`config.mk`:
```
export PLATFORM = sky130hd
export DESIGN_NAME = eisa_pin_seq
export DESIGN_NICKNAME = d
export VERILOG_FILES = /design/src/rtl/eisa_seq_pkg.sv /design/src/rtl/eisa_phase_gen.sv /design/src/rtl/eisa_mst_seq.sv /design/src/rtl/eisa_slv_latch.sv /design/src/rtl/eisa_lock_fwd.sv /design/src/rtl/eisa_pin_seq.sv
export SDC_FILE = /design/constraint.sdc
export NUM_CORES = 1
export LEC_CHECK = 0
export ABC_AREA = 0
export BUFFER_PORTS_ARGS = -buffer_cell sky130_fd_sc_hd__buf_2
export CAP_MARGIN = 20
export CORE_MARGIN = 1.5
export CORE_UTILIZATION = 50
export DETAILED_ROUTE_END_ITERATION = 8
export GPL_TIMING_DRIVEN = 0
export HOLD_SLACK_MARGIN = 0.12
export PLACE_DENSITY = 0.92
export SYNTH_ARGS = -nofsm -noshare
export SYNTH_HDL_FRONTEND = slang
export SYNTH_SLANG_ARGS = --single-unit
```
`constraint.sdc`:
```
create_clock -name clk_i -period 3.85 [get_ports clk_i]
set_clock_uncertainty 0.05 [all_clocks]
set_input_delay 0.385 -clock clk_i [delete_from_list [all_inputs] [get_ports clk_i]]
set_output_delay 0.385 -clock clk_i [all_outputs]
set_load 0.005 [all_outputs]
```
`src/rtl/eisa_seq_pkg.sv`:
```
package eisa_seq_pkg;
  typedef enum logic [1:0] {
    ST_IDLE  = 2'd0,
    ST_START = 2'd1,
    ST_CMD   = 2'd2,
    ST_DONE  = 2'd3
  } mst_state_e;
endpackage

```
`src/rtl/eisa_phase_gen.sv`:
```
module eisa_phase_gen (
  input  logic clk_i,
  input  logic rst_ni,
  output logic rise_ev_o,
  output logic bclk_o
);
  logic ph_q;

  always_ff @(posedge clk_i or negedge rst_ni) begin
    if (!rst_ni) ph_q <= 1'b0;
    else         ph_q <= ~ph_q;
  end

  // ph_q high: the coming edge is a rising bus-clock edge
  assign rise_ev_o = ph_q;
  assign bclk_o    = ~ph_q;
endmodule

```
`src/rtl/eisa_mst_seq.sv`:
```
module eisa_mst_seq
  import eisa_seq_pkg::*;
#(
  parameter int LA_W = 30,
  parameter int BE_W = 4
) (
  input  logic            clk_i,
  input  logic            rst_ni,
  input  logic            rise_ev_i,
  input  logic            en_i,
  input  logic            req_i,
  input  logic            req_mem_i,
  input  logic            req_match_i,
  input  logic [LA_W-1:0] req_addr_i,
  input  logic [BE_W-1:0] req_be_i,
  input  logic            slburst_n_i,
  input  logic [BE_W-1:0] be_i,
  output mst_state_e      state_o,
  output logic [LA_W-1:0] addr_o,
  output logic [BE_W-1:0] be_o,
  output logic            mem_o,
  output logic            be_rel_o,
  output logic            burst_ok_o,
  output logic [BE_W-1:0] mm_be_o
);
  mst_state_e state_q;
  logic       match_q;

  always_ff @(posedge clk_i or negedge rst_ni) begin
    if (!rst_ni) begin
      state_q    <= ST_IDLE;
      addr_o     <= '0;
      be_o       <= '0;
      mem_o      <= 1'b0;
      match_q    <= 1'b1;
      be_rel_o   <= 1'b0;
      burst_ok_o <= 1'b0;
      mm_be_o    <= '0;
    end else begin
      case (state_q)
        ST_IDLE: if (en_i && rise_ev_i && req_i) begin
          state_q    <= ST_START;
          addr_o     <= req_addr_i;
          be_o       <= req_be_i;
          mem_o      <= req_mem_i;
          match_q    <= req_match_i;
          burst_ok_o <= 1'b0;
        end
        ST_START: if (rise_ev_i) begin
          state_q    <= ST_CMD;
          burst_ok_o <= ~slburst_n_i;
        end
        ST_CMD: begin
          if (rise_ev_i)     state_q  <= ST_DONE;
          else if (!match_q) be_rel_o <= 1'b1; // 1.5 bus clocks after START
        end
        default: begin
          state_q  <= ST_IDLE;
          be_rel_o <= 1'b0;
          if (!match_q) mm_be_o <= be_i;
        end
      endcase
    end
  end

  assign state_o = state_q;
endmodule

```
`src/rtl/eisa_slv_latch.sv`:
```
module eisa_slv_latch #(
  parameter int LA_W = 30,
  parameter int BE_W = 4
) (
  input  logic            clk_i,
  input  logic            rst_ni,
  input  logic            en_i,
  input  logic            rise_ev_i,
  input  logic            start_n_i,
  input  logic [LA_W-1:0] la_i,
  input  logic [BE_W-1:0] be_i,
  output logic [LA_W-1:0] addr_o,
  output logic [BE_W-1:0] be_o
);
  logic seen_q;

  always_ff @(posedge clk_i or negedge rst_ni) begin
    if (!rst_ni) begin
      seen_q <= 1'b0;
      addr_o <= '0;
      be_o   <= '0;
    end else if (rise_ev_i) begin
      if (start_n_i) begin
        seen_q <= 1'b0;
      end else if (en_i && !seen_q) begin
        seen_q <= 1'b1;
        addr_o <= la_i;
        be_o   <= be_i;
      end
    end
  end
endmodule

```
`src/rtl/eisa_lock_fwd.sv`:
```
module eisa_lock_fwd (
  input  logic clk_i,
  input  logic rst_ni,
  input  logic lock_req_i,
  input  logic lock_n_i,
  output logic lock_act_o,
  output logic up_lock_o
);
  always_ff @(posedge clk_i or negedge rst_ni) begin
    if (!rst_ni) begin
      lock_act_o <= 1'b0;
      up_lock_o  <= 1'b0;
    end else begin
      lock_act_o <= lock_req_i;
      up_lock_o  <= ~lock_n_i & ~lock_act_o;
    end
  end
endmodule

```
`src/rtl/eisa_pin_seq.sv`:
```
module eisa_pin_seq
  import eisa_seq_pkg::*;
#(
  parameter int LA_W = 30,
  parameter int HI_W = 8,
  parameter int BE_W = 4
) (
  input  logic            clk_i,
  input  logic            rst_ni,
  input  logic            role_master_i,
  input  logic            req_i,
  input  logic            req_mem_i,
  input  logic            req_match_i,
  input  logic            req_lock_i,
  input  logic [LA_W-1:0] req_addr_i,
  input  logic [BE_W-1:0] req_be_i,
  output logic            busy_o,
  output logic            bclk_o,
  output logic            start_n_o,
  output logic            start_oe_o,
  input  logic            start_n_i,
  output logic [LA_W-1:0] la_o,
  output logic            la_hi_oe_o,
  output logic            la_lo_oe_o,
  input  logic [LA_W-1:0] la_i,
  output logic [BE_W-1:0] be_o,
  output logic            be_oe_o,
  input  logic [BE_W-1:0] be_i,
  output logic            slburst_n_o,
  output logic            slburst_oe_o,
  input  logic            slburst_n_i,
  output logic            burst_ok_o,
  output logic [BE_W-1:0] mm_be_o,
  output logic            lock_n_o,
  output logic            lock_oe_o,
  input  logic            lock_n_i,
  output logic            up_lock_o,
  output logic [LA_W-1:0] slv_addr_o,
  output logic [BE_W-1:0] slv_be_o
);
  localparam int LO_W = LA_W - HI_W;

  logic            run_q, role_q;
  logic            en_m, en_s, rise_ev;
  mst_state_e      state;
  logic [LA_W-1:0] addr_q;
  logic            mem_q, be_rel, lock_act;

  always_ff @(posedge clk_i or negedge rst_ni) begin
    if (!rst_ni) begin
      run_q  <= 1'b0;
      role_q <= 1'b0;
    end else begin
      run_q  <= 1'b1;
      role_q <= role_master_i;
    end
  end

  assign en_m = run_q & role_q;
  assign en_s = run_q & ~role_q;

  eisa_phase_gen i_phase (
    .clk_i, .rst_ni, .rise_ev_o(rise_ev), .bclk_o
  );

  eisa_mst_seq #(.LA_W(LA_W), .BE_W(BE_W)) i_mst (
    .clk_i, .rst_ni,
    .rise_ev_i  (rise_ev),
    .en_i       (en_m),
    .req_i, .req_mem_i, .req_match_i, .req_addr_i, .req_be_i,
    .slburst_n_i, .be_i,
    .state_o    (state),
    .addr_o     (addr_q),
    .be_o,
    .mem_o      (mem_q),
    .be_rel_o   (be_rel),
    .burst_ok_o, .mm_be_o
  );

  eisa_slv_latch #(.LA_W(LA_W), .BE_W(BE_W)) i_slv (
    .clk_i, .rst_ni,
    .en_i      (en_s),
    .rise_ev_i (rise_ev),
    .start_n_i, .la_i, .be_i,
    .addr_o    (slv_addr_o),
    .be_o      (slv_be_o)
  );

  eisa_lock_fwd i_lock (
    .clk_i, .rst_ni,
    .lock_req_i (en_m & req_lock_i),
    .lock_n_i,
    .lock_act_o (lock_act),
    .up_lock_o
  );

  // upper byte driven inverted, lower bits straight
  for (genvar i = 0; i < LA_W; i++) begin : g_la
    if (i >= LO_W) begin : g_hi
      assign la_o[i] = ~addr_q[i];
    end else begin : g_lo
      assign la_o[i] = addr_q[i];
    end
  end

  assign busy_o       = (state != ST_IDLE);
  assign start_n_o    = (state != ST_START);
  assign start_oe_o   = en_m;
  assign la_lo_oe_o   = en_m & busy_o;
  assign la_hi_oe_o   = en_m & busy_o & mem_q;
  assign be_oe_o      = en_m & ~be_rel;
  assign slburst_oe_o = en_s;
  assign slburst_n_o  = ~en_s;
  assign lock_oe_o    = lock_act;
  assign lock_n_o     = ~lock_act;
endmodule

```
=== Word level (Yosys, flattened, before mapping) ===
Index checks and enable logic that the tools add are counted.

* Bits in registers: 84
* Memories kept: 0
* Bits of input ports: 78
* Bits in latches: 0
* Memory bits (read-only): 0
* Output and inout port bits: 85
* Memory bits (writable): 0

* Divide/modulo/power cells: 0
* $add $sub $neg: 0
* Equal/unequal tests: 8
* Multiply operators: 0
* Bitwise operators: 26
* Magnitude comparators: 0
* Mux-type cells: 12
* Shifts and indexed selects: 0
* Reductions and logical operators: 17

{| class="wikitable"
|+ Operator list
! cell !! number
|-
| 1-bit inverter || 19
|-
| 3-bit AND reduction || 4
|-
| 2-bit inequality test, second input constant || 4
|-
| 1-bit AND || 7
|-
| 1-bit 2-to-1 mux || 6
|-
| 2-bit 2-to-1 mux || 3
|-
| 2-bit case mux with 3 select lines || 1
|-
| 2-bit AND reduction || 3
|-
| 2-bit nonzero test || 3
|-
| 2-bit by 1-bit inequality test with 1-bit output, second input constant || 2
|-
| 1-bit case mux with 2 select lines || 2
|-
| 1-bit logical AND || 3
|-
| 3-bit OR reduction || 1
|-
| 2-bit by 1-bit equality test with 1-bit output, second input constant || 1
|-
| 2-bit equality test, second input constant || 1
|-
| 2-bit zero test || 1
|-
| 2-bit OR reduction || 1
|-
| 1-bit zero test || 1
|}

=== Logic depth before layout (Yosys ltp) ===
Gate-level depths: netlist of the first run.

* Word-level depth: 5
* Gate-level depth with buffers: 8
* Mapped depth without buffers: 5

=== By module ===
A second synthesis of the first run with hierarchy kept.

* Cell total of the unflattened synthesis: 211
* Area total of the unflattened synthesis: 3611.0 um^2

{| class="wikitable"
|+ Modules (own cells, without submodules)
! module !! area each (um^2) !! instances !! cells an instance
|-
| eisa_mst_seq || 1904.3 || 1 || 109
|-
| eisa_slv_latch || 1465.2 || 1 || 76
|-
| eisa_pin_seq || 158.9 || 1 || 21
|-
| eisa_lock_fwd || 53.8 || 1 || 3
|-
| eisa_phase_gen || 28.8 || 1 || 2
|}

=== Worst setup path before layout of the first run ===
OpenSTA, ideal clock, no wires.

* Kind: reg-to-reg
* Start point: register i_mst.state_q[0] (netlist: i_mst.state_o[0])
* End point: register i_mst.addr_o[0]
* Stages on the path, launching flop included: 9
* Setup slack: 2065 ps
* Clock period less this slack: 1785 ps
* Arrival time: 1610 ps
* Required time: 3675 ps
* Path buffers: 3
* Path through: dfrtp_1 -> inv_1 -> ha_1 -> buf_2 -> inv_2 -> or2_1 -> buf_6 -> buf_12 -> mux2_4

* Cells in the longest elaborated chain, start to end: 2

{| class="wikitable"
|+ RTL lines
! what !! RTL line !! text
|-
| start: declaration || eisa_mst_seq.sv:26 || <nowiki>mst_state_e state_q;</nowiki>
|-
| start signal: assignment || eisa_mst_seq.sv:31 || <nowiki>state_q <= ST_IDLE;</nowiki>
|-
| start signal: assignment || eisa_mst_seq.sv:42 || <nowiki>state_q <= ST_START;</nowiki>
|-
| start signal: assignment || eisa_mst_seq.sv:50 || <nowiki>state_q <= ST_CMD;</nowiki>
|-
| 2-bit zero test || eisa_mst_seq.sv:40 || <nowiki>case (state_q)</nowiki>
|-
| 2-bit AND reduction (no line) || - ||
|-
| end signal: assignment || eisa_mst_seq.sv:43 || <nowiki>addr_o <= req_addr_i;</nowiki>
|-
| end: declaration || eisa_mst_seq.sv:19 || <nowiki>output logic [LA_W-1:0] addr_o,</nowiki>
|}

Every way passes these cells.
A chain may end at the register's enable or synchronous reset.

=== Worst setup path in the final report of the first run ===
* Start point: register i_mst.state_q[0] (netlist: i_mst.state_o[0])
* End point: output la_hi_oe_o

* Cells in the longest elaborated chain, start to end: 3

{| class="wikitable"
|+ RTL lines
! what !! RTL line !! text
|-
| 2-bit nonzero test || eisa_pin_seq.sv:106 || <nowiki>assign busy_o = (state != ST_IDLE);</nowiki>
|-
| 1-bit AND (2 in a row) || eisa_pin_seq.sv:110 || <nowiki>assign la_hi_oe_o = en_m & busy_o & mem_q;</nowiki>
|-
| end: declaration || eisa_pin_seq.sv:23 || <nowiki>output logic la_hi_oe_o,</nowiki>
|}

Every way passes these cells.

==> impl_metrics.env, run 1 <==
export IMPL_status="finished, final reports clean"
export IMPL_htree_num_levels=3
export IMPL_boundaryPins=163
export IMPL_finalWeightedCongestion=0.766
export IMPL_cpMaxStageDelayCell="sky130_fd_sc_hd__dfrtp_1"
export IMPL_cts_post_setup_buffers_inserted=0
export IMPL_finalCriticalPeriod_ns=2.03
export IMPL_detail_route_drc_violations=0
export IMPL_dr_first_iter_drc_count=46
export IMPL_worst_ir_drop_vdd_uv=356
export IMPL_most_frequent_cp_cell="sky130_fd_sc_hd__buf_2"
export IMPL_grt_overflow_total=0
export IMPL_layoutNonFillerInstCount=514
export IMPL_initial_core_util_pct=52.4
export IMPL_first_pass_drt_iterations=3
export IMPL_layout_commonest_cell="sky130_fd_sc_hd__buf_2"
export IMPL_maxSlewViolCount=0
export IMPL_cts_buffer_depth=2
export IMPL_avgSynthCellArea_um2=15.2
export IMPL_critical_path_top_delay_family="flip-flops"
export IMPL_cts_buffers_inserted=9
export IMPL_holdPathStages=2
export IMPL_via_count_of_the_first_global_routing_pass=2398
export IMPL_p_sw_share_pct=26.7
export IMPL_die_width_um=87.8
export IMPL_timing_critical_path_required_ns=3.41
export IMPL_fin_crit_sh_pct=52.7
export IMPL_crit_chain="inv_1, ha_1, buf_2, nor2_1, and2_1, buf_2"
export IMPL_dp_cells=495
export IMPL_chipHeight_um=87.8
export IMPL_grt_start_max_net_pins=69
export IMPL_die_area_um2=7710
export IMPL_hp_class="in -> reg"
export IMPL_worst_path_stages=6
export IMPL_cp_start_kind="flip-flop"
export IMPL_postLayoutCellArea_um2=4810
export IMPL_area_growth_synth_to_final_pct=33.6
export IMPL_timing_worst_setup_path_type="reg -> out"
export IMPL_post_route_cells_drive_above_1_share_pct=68.7
export IMPL_timing_setup_tns_ns=0
export IMPL_wirelength_um=7300
export IMPL_hpwl_um=5450
export IMPL_share_comb_of_total_power_pct=35.2
export IMPL_crit_path_end_kind="output pin"
export IMPL_core_area_um2=6870
export IMPL_commonest_cells_after_routing_fill_and_taps_aside="sky130_fd_sc_hd__buf_2 (165), sky130_fd_sc_hd__dfrtp_1 (83), sky130_fd_sc_hd__mux2_2 (45), sky130_fd_sc_hd__mux2_4 (30), sky130_fd_sc_hd__buf_4 (24)"
export IMPL_placement_rows=30
export IMPL_synth_fp_nets=318
export IMPL_grt_usage_pct=19.5
export IMPL_placedInstanceArea_um2=4560
export IMPL_cellPowerDensity_nw_per_um2=650
export IMPL_worst_r2r_cell_count=8
export IMPL_net_switching_power_w=0.000835
export IMPL_worst_ep_arrival_time_ns=1.59
export IMPL_clkSlewWorstSetupHoldPaths_ns=0.08
export IMPL_vias_per_cell=4.66
export IMPL_r2r_setup_slack_ns=1.90
export IMPL_critical_path_peak_fanout=9
export IMPL_tritoncts="built"
export IMPL_insertedDiodeCount=0
export IMPL_synth_cell_area_um2=3600
export IMPL_grt_pass1_wl_um=11400
export IMPL_total_of_warnings_raised_by_yosys=0
export IMPL_seq_cells_post_synth=84
export IMPL_dr_total_vias=2397
export IMPL_timing_max_cap_violations=0
export IMPL_finish_net_count=495
export IMPL_postSynthCellCount=236
export IMPL_total_leakage_power_nw=2.61
export IMPL_clk_insertion_delay_late_ns=0.34
export IMPL_final_report_setup_violation_count=0
export IMPL_post_synth_num_cell_types=28
export IMPL_unrepaired_setup_endpoints_after_global_routing="false"
export IMPL_fin_util_pct=70.0
export IMPL_p_seq_share_pct=43.2
export IMPL_internal_power_w=0.00229
export IMPL_power_share_clock_pct=21.6
export IMPL_numPortBuffers=162
export IMPL_cp_buffers_inverters=3
export IMPL_antenna_left=0
export IMPL_antenna_found_initial=0
export IMPL_final_hold_worst_slack_ns=0.183
export IMPL_max_stage_delay_ns=0.39
export IMPL_wl_per_cell_um=14.2
export IMPL_timing_hold_violations_final=0
export IMPL_clockRootBuffer="sky130_fd_sc_hd__clkbuf_8"
export IMPL_peak_clock_frequency_supported_by_timing_mhz=493
export IMPL_ys_seq_area_share_pct=58.5
export IMPL_clock_sinks=84
## what timing repair did
action | 4_1_cts | 5_1_grt
hold buffers | 3 | 0
resized for setup | 0 | 0
hold endpoints to repair | 18 | 0
## through the flow
step | setup WS [ns] | power, W
global route | 1.69 | 0.00333
finish | 1.82 | 0.00312
detailed placement | 1.91 | 0.00247
global placement | 1.75 | 0.00240
floorplan | 2.06 | 0.00202
CTS | 1.80 | 0.00316
## logic make-up after synthesis
kind of cell	share of synthesized area, %
flops	58.5
fa+ha+maj	1.39
other cells	0.104
mux	26.6
compound gates	1.53
simple gates	2.89
buf+inv	9.01
## state kept, by name, summed over array words and instances, names as in the netlist
signal	flops
i_mst.addr_o	30
i_slv.addr_o	30
i_mst.be_o	4
i_mst.mm_be_o	4
i_slv.be_o	4
i_mst.state_o	2
i_lock.lock_act_o	1
i_lock.up_lock_o	1
i_mst.be_rel_o	1
i_mst.burst_ok_o	1
i_mst.match_q	1
i_mst.mem_o	1
i_phase.rise_ev_o	1
i_slv.seen_q	1
role_q	1
run_q	1
## synth_stat cells
| cell type | n | area (um^2) |
|---|---|---|
| sky130_fd_sc_hd__mux2_4 | 30 | 450 |
| sky130_fd_sc_hd__a21oi_1 | 2 | 10.0 |
| sky130_fd_sc_hd__ha_1 | 4 | 50.1 |
| sky130_fd_sc_hd__nand3_2 | 1 | 10.0 |
| sky130_fd_sc_hd__nand3_1 | 2 | 10.0 |
| sky130_fd_sc_hd__a2bb2oi_1 | 1 | 8.76 |
| sky130_fd_sc_hd__dfstp_2 | 1 | 26.3 |
| sky130_fd_sc_hd__buf_4 | 23 | 173 |
| sky130_fd_sc_hd__o21ai_0 | 1 | 5.00 |
| sky130_fd_sc_hd__nor2b_1 | 2 | 12.5 |
| sky130_fd_sc_hd__nand2_1 | 1 | 3.75 |
| sky130_fd_sc_hd__buf_12 | 3 | 60.1 |
| sky130_fd_sc_hd__mux2_2 | 45 | 507 |
| sky130_fd_sc_hd__o32a_1 | 2 | 20.0 |
| sky130_fd_sc_hd__inv_2 | 1 | 3.75 |
| sky130_fd_sc_hd__a2111o_1 | 1 | 11.3 |
| sky130_fd_sc_hd__nor4_1 | 1 | 6.26 |
| sky130_fd_sc_hd__conb_1 | 1 | 3.75 |
| sky130_fd_sc_hd__and2_1 | 1 | 6.26 |
| sky130_fd_sc_hd__dfrtp_1 | 83 | 2080 |
| sky130_fd_sc_hd__or2_1 | 1 | 6.26 |
| sky130_fd_sc_hd__nor2_1 | 6 | 22.5 |
| sky130_fd_sc_hd__buf_6 | 1 | 11.3 |
| sky130_fd_sc_hd__and2b_1 | 1 | 7.51 |
| sky130_fd_sc_hd__and3_1 | 1 | 6.26 |
| sky130_fd_sc_hd__nand4_2 | 1 | 12.5 |
| sky130_fd_sc_hd__inv_1 | 15 | 56.3 |
| sky130_fd_sc_hd__buf_2 | 4 | 20.0 |
## final timing paths
| kind | from | endpoint |
|---|---|---|
| max | i_mst.state_o[0] | la_hi_oe_o |
| min | start_n_i | i_slv.seen_q |
| max reg2reg | i_mst.state_o[1] | i_mst.addr_o[27] |
| min reg2reg | i_lock.lock_act_o | i_lock.up_lock_o |
| max in group asynchronous | rst_ni | i_mst.match_q |
| min in group asynchronous | rst_ni | i_lock.up_lock_o |
## cell type report
cell class / count / area (um^2)
inverters: 16 / 60.1
fillers: 497 / 2060
repair buffers: 166 / 871
clock inverters: 4 / 72.6
plain buffers: 31 / 264
clock buffers: 12 / 145
flip-flops and latches: 84 / 2100
well taps: 96 / 120
multi-input cells: 105 / 1170
## worst register-to-register path: stages (launching register included)
cell and delay (ns):
sky130_fd_sc_hd__dfrtp_1 0.43, sky130_fd_sc_hd__inv_1 0.10, sky130_fd_sc_hd__ha_1 0.15, sky130_fd_sc_hd__buf_2 0.20, sky130_fd_sc_hd__inv_2 0.05, sky130_fd_sc_hd__or2_1 0.24
sky130_fd_sc_hd__buf_6 0.17, sky130_fd_sc_hd__buf_12 0.16, sky130_fd_sc_hd__mux2_4 0.30
## metal layers
metal | GRT usage, % | wire length [um] | share of wire [%] | vias up
met5 | 0 | 0 | 0 | -
li1 | - | - | - | 1129
met2 | 33.2 | 3750 | 51 | 101
met3 | 4.71 | 483 | 6.6 | 16
met4 | 9.38 | 189 | 2.6 | 0
met1 | 23.3 | 2880 | 39 | 1151
## power by group through the flow
| stage | clock network, W | logic, W | registers [W] |
|---|---|---|---|
| 6_report | 0.000675 | 0.00110 | 0.00135 |
| 5_1_grt | 0.000733 | 0.00121 | 0.00138 |
| 4_1_cts | 0.000699 | 0.00111 | 0.00135 |
| 3_5_place_dp | 0 | 0.00111 | 0.00136 |
| 3_3_place_gp | 0 | 0.00106 | 0.00134 |
| 2_1_floorplan | 0 | 0.000675 | 0.00134 |
Power figures use the tool's default switching activity.
==> run 2: changes to the inputs <==
--- a/config.mk
+++ b/config.mk
@@ -9,11 +9,11 @@
 export BUFFER_PORTS_ARGS = -buffer_cell sky130_fd_sc_hd__buf_2
 export CAP_MARGIN = 20
 export CORE_MARGIN = 1.5
-export CORE_UTILIZATION = 50
+export CORE_UTILIZATION = 47
 export DETAILED_ROUTE_END_ITERATION = 8
 export GPL_TIMING_DRIVEN = 0
 export HOLD_SLACK_MARGIN = 0.12
-export PLACE_DENSITY = 0.92
+export PLACE_DENSITY = 0.88
 export SYNTH_ARGS = -nofsm -noshare
 export SYNTH_HDL_FRONTEND = slang
 export SYNTH_SLANG_ARGS = --single-unit
==> constraint.sdc (replaced) <==
create_clock -name clk_i -period 1.94 [get_ports clk_i]
set_clock_uncertainty 0.05 [all_clocks]
set_input_delay 0.194 -clock clk_i [delete_from_list [all_inputs] [get_ports clk_i]]
set_output_delay 0.194 -clock clk_i [all_outputs]
set_load 0.005 [all_outputs]
==> run 2 against run 1 <==
Compared with the run above: combinational power increased by 120%; critical endpoint is now i_mst.addr_o[28]; routed wire length increased by 26%; via count increased by 15%; worst hold slack improved by 0.039 ns; critical path type is now reg -> reg; die area increased by 6.2%; sequential share of layout area decreased by 5.9 points.
==> impl_metrics.env, run 2 (synthesis results as in run 1) <==
export IMPL_timing_critical_path_required_ns=2.11
export IMPL_grt_usage_pct=23.5
export IMPL_final_report_setup_violation_count=0
export IMPL_unrepaired_setup_endpoints_after_global_routing="false"
export IMPL_timing_worst_setup_path_type="reg -> reg"
export IMPL_first_pass_drt_iterations=4
export IMPL_maxSlewViolCount=0
export IMPL_initial_core_util_pct=49.1
export IMPL_htree_num_levels=3
export IMPL_layout_commonest_cell="sky130_fd_sc_hd__buf_2"
export IMPL_commonest_cells_after_routing_fill_and_taps_aside="sky130_fd_sc_hd__buf_2 (164), sky130_fd_sc_hd__dfrtp_1 (83), sky130_fd_sc_hd__dlygate4sd3_1 (76), sky130_fd_sc_hd__mux2_2 (45), sky130_fd_sc_hd__mux2_4 (30)"
export IMPL_area_growth_synth_to_final_pct=54.5
export IMPL_fin_crit_sh_pct=96.0
export IMPL_post_route_cells_drive_above_1_share_pct=58.6
export IMPL_worst_ep_arrival_time_ns=2.03
export IMPL_hp_class="in -> reg"
export IMPL_core_area_um2=7330
export IMPL_worst_ir_drop_vdd_uv=812
export IMPL_clockRootBuffer="sky130_fd_sc_hd__clkbuf_8"
export IMPL_fin_util_pct=75.8
export IMPL_dp_cells=498
export IMPL_cellPowerDensity_nw_per_um2=1160
export IMPL_rr_startpoint="i_mst.state_o[1]"
export IMPL_critical_path_peak_fanout=10
export IMPL_postLayoutCellArea_um2=5560
export IMPL_crit_path_end_kind="flip-flop"
export IMPL_dr_first_iter_drc_count=76
export IMPL_insertedDiodeCount=0
export IMPL_via_count_of_the_first_global_routing_pass=2980
export IMPL_finish_net_count=570
export IMPL_grt_start_max_net_pins=53
export IMPL_vias_per_cell=4.67
export IMPL_clkSlewWorstSetupHoldPaths_ns=0.08
export IMPL_grt_overflow_total=0
export IMPL_grt_pass1_wl_um=15000
export IMPL_timing_hold_violations_final=0
export IMPL_tritoncts="built"
export IMPL_die_width_um=90.5
export IMPL_layoutNonFillerInstCount=592
export IMPL_status="finished, final reports clean"
export IMPL_numPortBuffers=162
export IMPL_finalWeightedCongestion=0.817
export IMPL_wirelength_um=9190
export IMPL_antenna_left=0
export IMPL_cts_buffer_depth=2
export IMPL_timing_setup_tns_ns=0
export IMPL_worst_hold_startpoint="req_i"
export IMPL_worst_setup_path_startpoint="i_mst.state_o[1]"
export IMPL_num_fill_cells=444
export IMPL_cts_buffers_inserted=9
export IMPL_overall_power_after_layout_w=0.00644
export IMPL_finalCriticalPeriod_ns=1.86
export IMPL_total_leakage_power_nw=2.93
export IMPL_timing_max_cap_violations=0
export IMPL_dr_total_vias=2763
export IMPL_clk_insertion_delay_late_ns=0.33
export IMPL_hpwl_um=5700
export IMPL_antenna_found_initial=0
export IMPL_placedInstanceArea_um2=4560
export IMPL_wl_per_cell_um=15.5
export IMPL_boundaryPins=163
export IMPL_clock_sinks=84
export IMPL_chipHeight_um=90.5
export IMPL_cp_start_kind="flip-flop"
export IMPL_peak_clock_frequency_supported_by_timing_mhz=537
export IMPL_die_area_um2=8190
export IMPL_placement_rows=31
export IMPL_largestRegisters="i_mst.addr_o x30, i_slv.addr_o x30"
export IMPL_detail_route_drc_violations=0
-- run 2: changes by cell type in the layout (fill, tap and decap cells not counted) --
cell                            change
sky130_fd_sc_hd__buf_2              -1
sky130_fd_sc_hd__buf_4              +3
sky130_fd_sc_hd__dlygate4sd3_1     +73
-- run 2: area by class of cell --
class	instances	area, um^2	share of cell area (%)
repair buffers	241	1620	29.1
multi-input cells	105	1170	21.0
clock inverters	4	72.6	1.31
inverters	16	60.1	1.08
flip-flops and latches	84	2100	37.8
plain buffers	31	267	4.80
clock buffers	12	145	2.61
well taps	99	124	2.23
-- run 2: per-layer routing --
layer	wire, um	vias up	track usage, %
li1	-	1280	-
met1	3440	1353	25.2
met2	5100	107	44.7
met3	395	23	4.38
met4	250	0	9.66
met5	0	-	0
-- run 2: what timing repair did --
| item | CTS | global route |
|---|---|---|
| setup endpoints to repair | 0 | 30 |
| hold buffers | 76 | 0 |
| gates resized for setup | 0 | 2 |
| endpoints found under the hold margin | 111 | 0 |
| setup buffers | 0 | 2 |
-- run 2: metrics by stage --
stage | hold WS, ns | setup slack [ns]
after floorplan | -0.152 | 0.155
after global placement | 0.254 | 0.0346
after detailed placement | 0.115 | 0.0242
after CTS | 0.209 | 0.0151
after global routing | 0.225 | 0.00920
final | 0.222 | 0.0775
-- run 2: worst max-delay path, cell delays in order, from the launching register on --
cell                      delay (ns)
sky130_fd_sc_hd__dfrtp_1        0.41
sky130_fd_sc_hd__inv_1          0.10
sky130_fd_sc_hd__ha_1           0.15
sky130_fd_sc_hd__buf_4          0.16
sky130_fd_sc_hd__inv_2          0.04
sky130_fd_sc_hd__or2_1          0.23
sky130_fd_sc_hd__buf_6          0.16
sky130_fd_sc_hd__buf_12         0.16
sky130_fd_sc_hd__mux2_4         0.30
-- run 2: power breakdown --
part | internal [W] | switching, W
registers | 0.00235 | 0.000345
logic | 0.00156 | 0.000837
clock network | 0.000760 | 0.000593
-- run 2: final timing paths --
path | endpoint | slack (ns) | depth (start not counted)
setup reg to reg | i_mst.addr_o[28] | 0.08 | 8
min in group asynchronous | i_mst.addr_o[13] | 0.29 | 2
max in group asynchronous | i_slv.addr_o[1] | 0.94 | 3
setup / recovery | i_mst.addr_o[28] | 0.08 | 8
hold reg to reg | i_lock.up_lock_o | 0.41 | 1
hold / removal | i_mst.burst_ok_o | 0.22 | 4
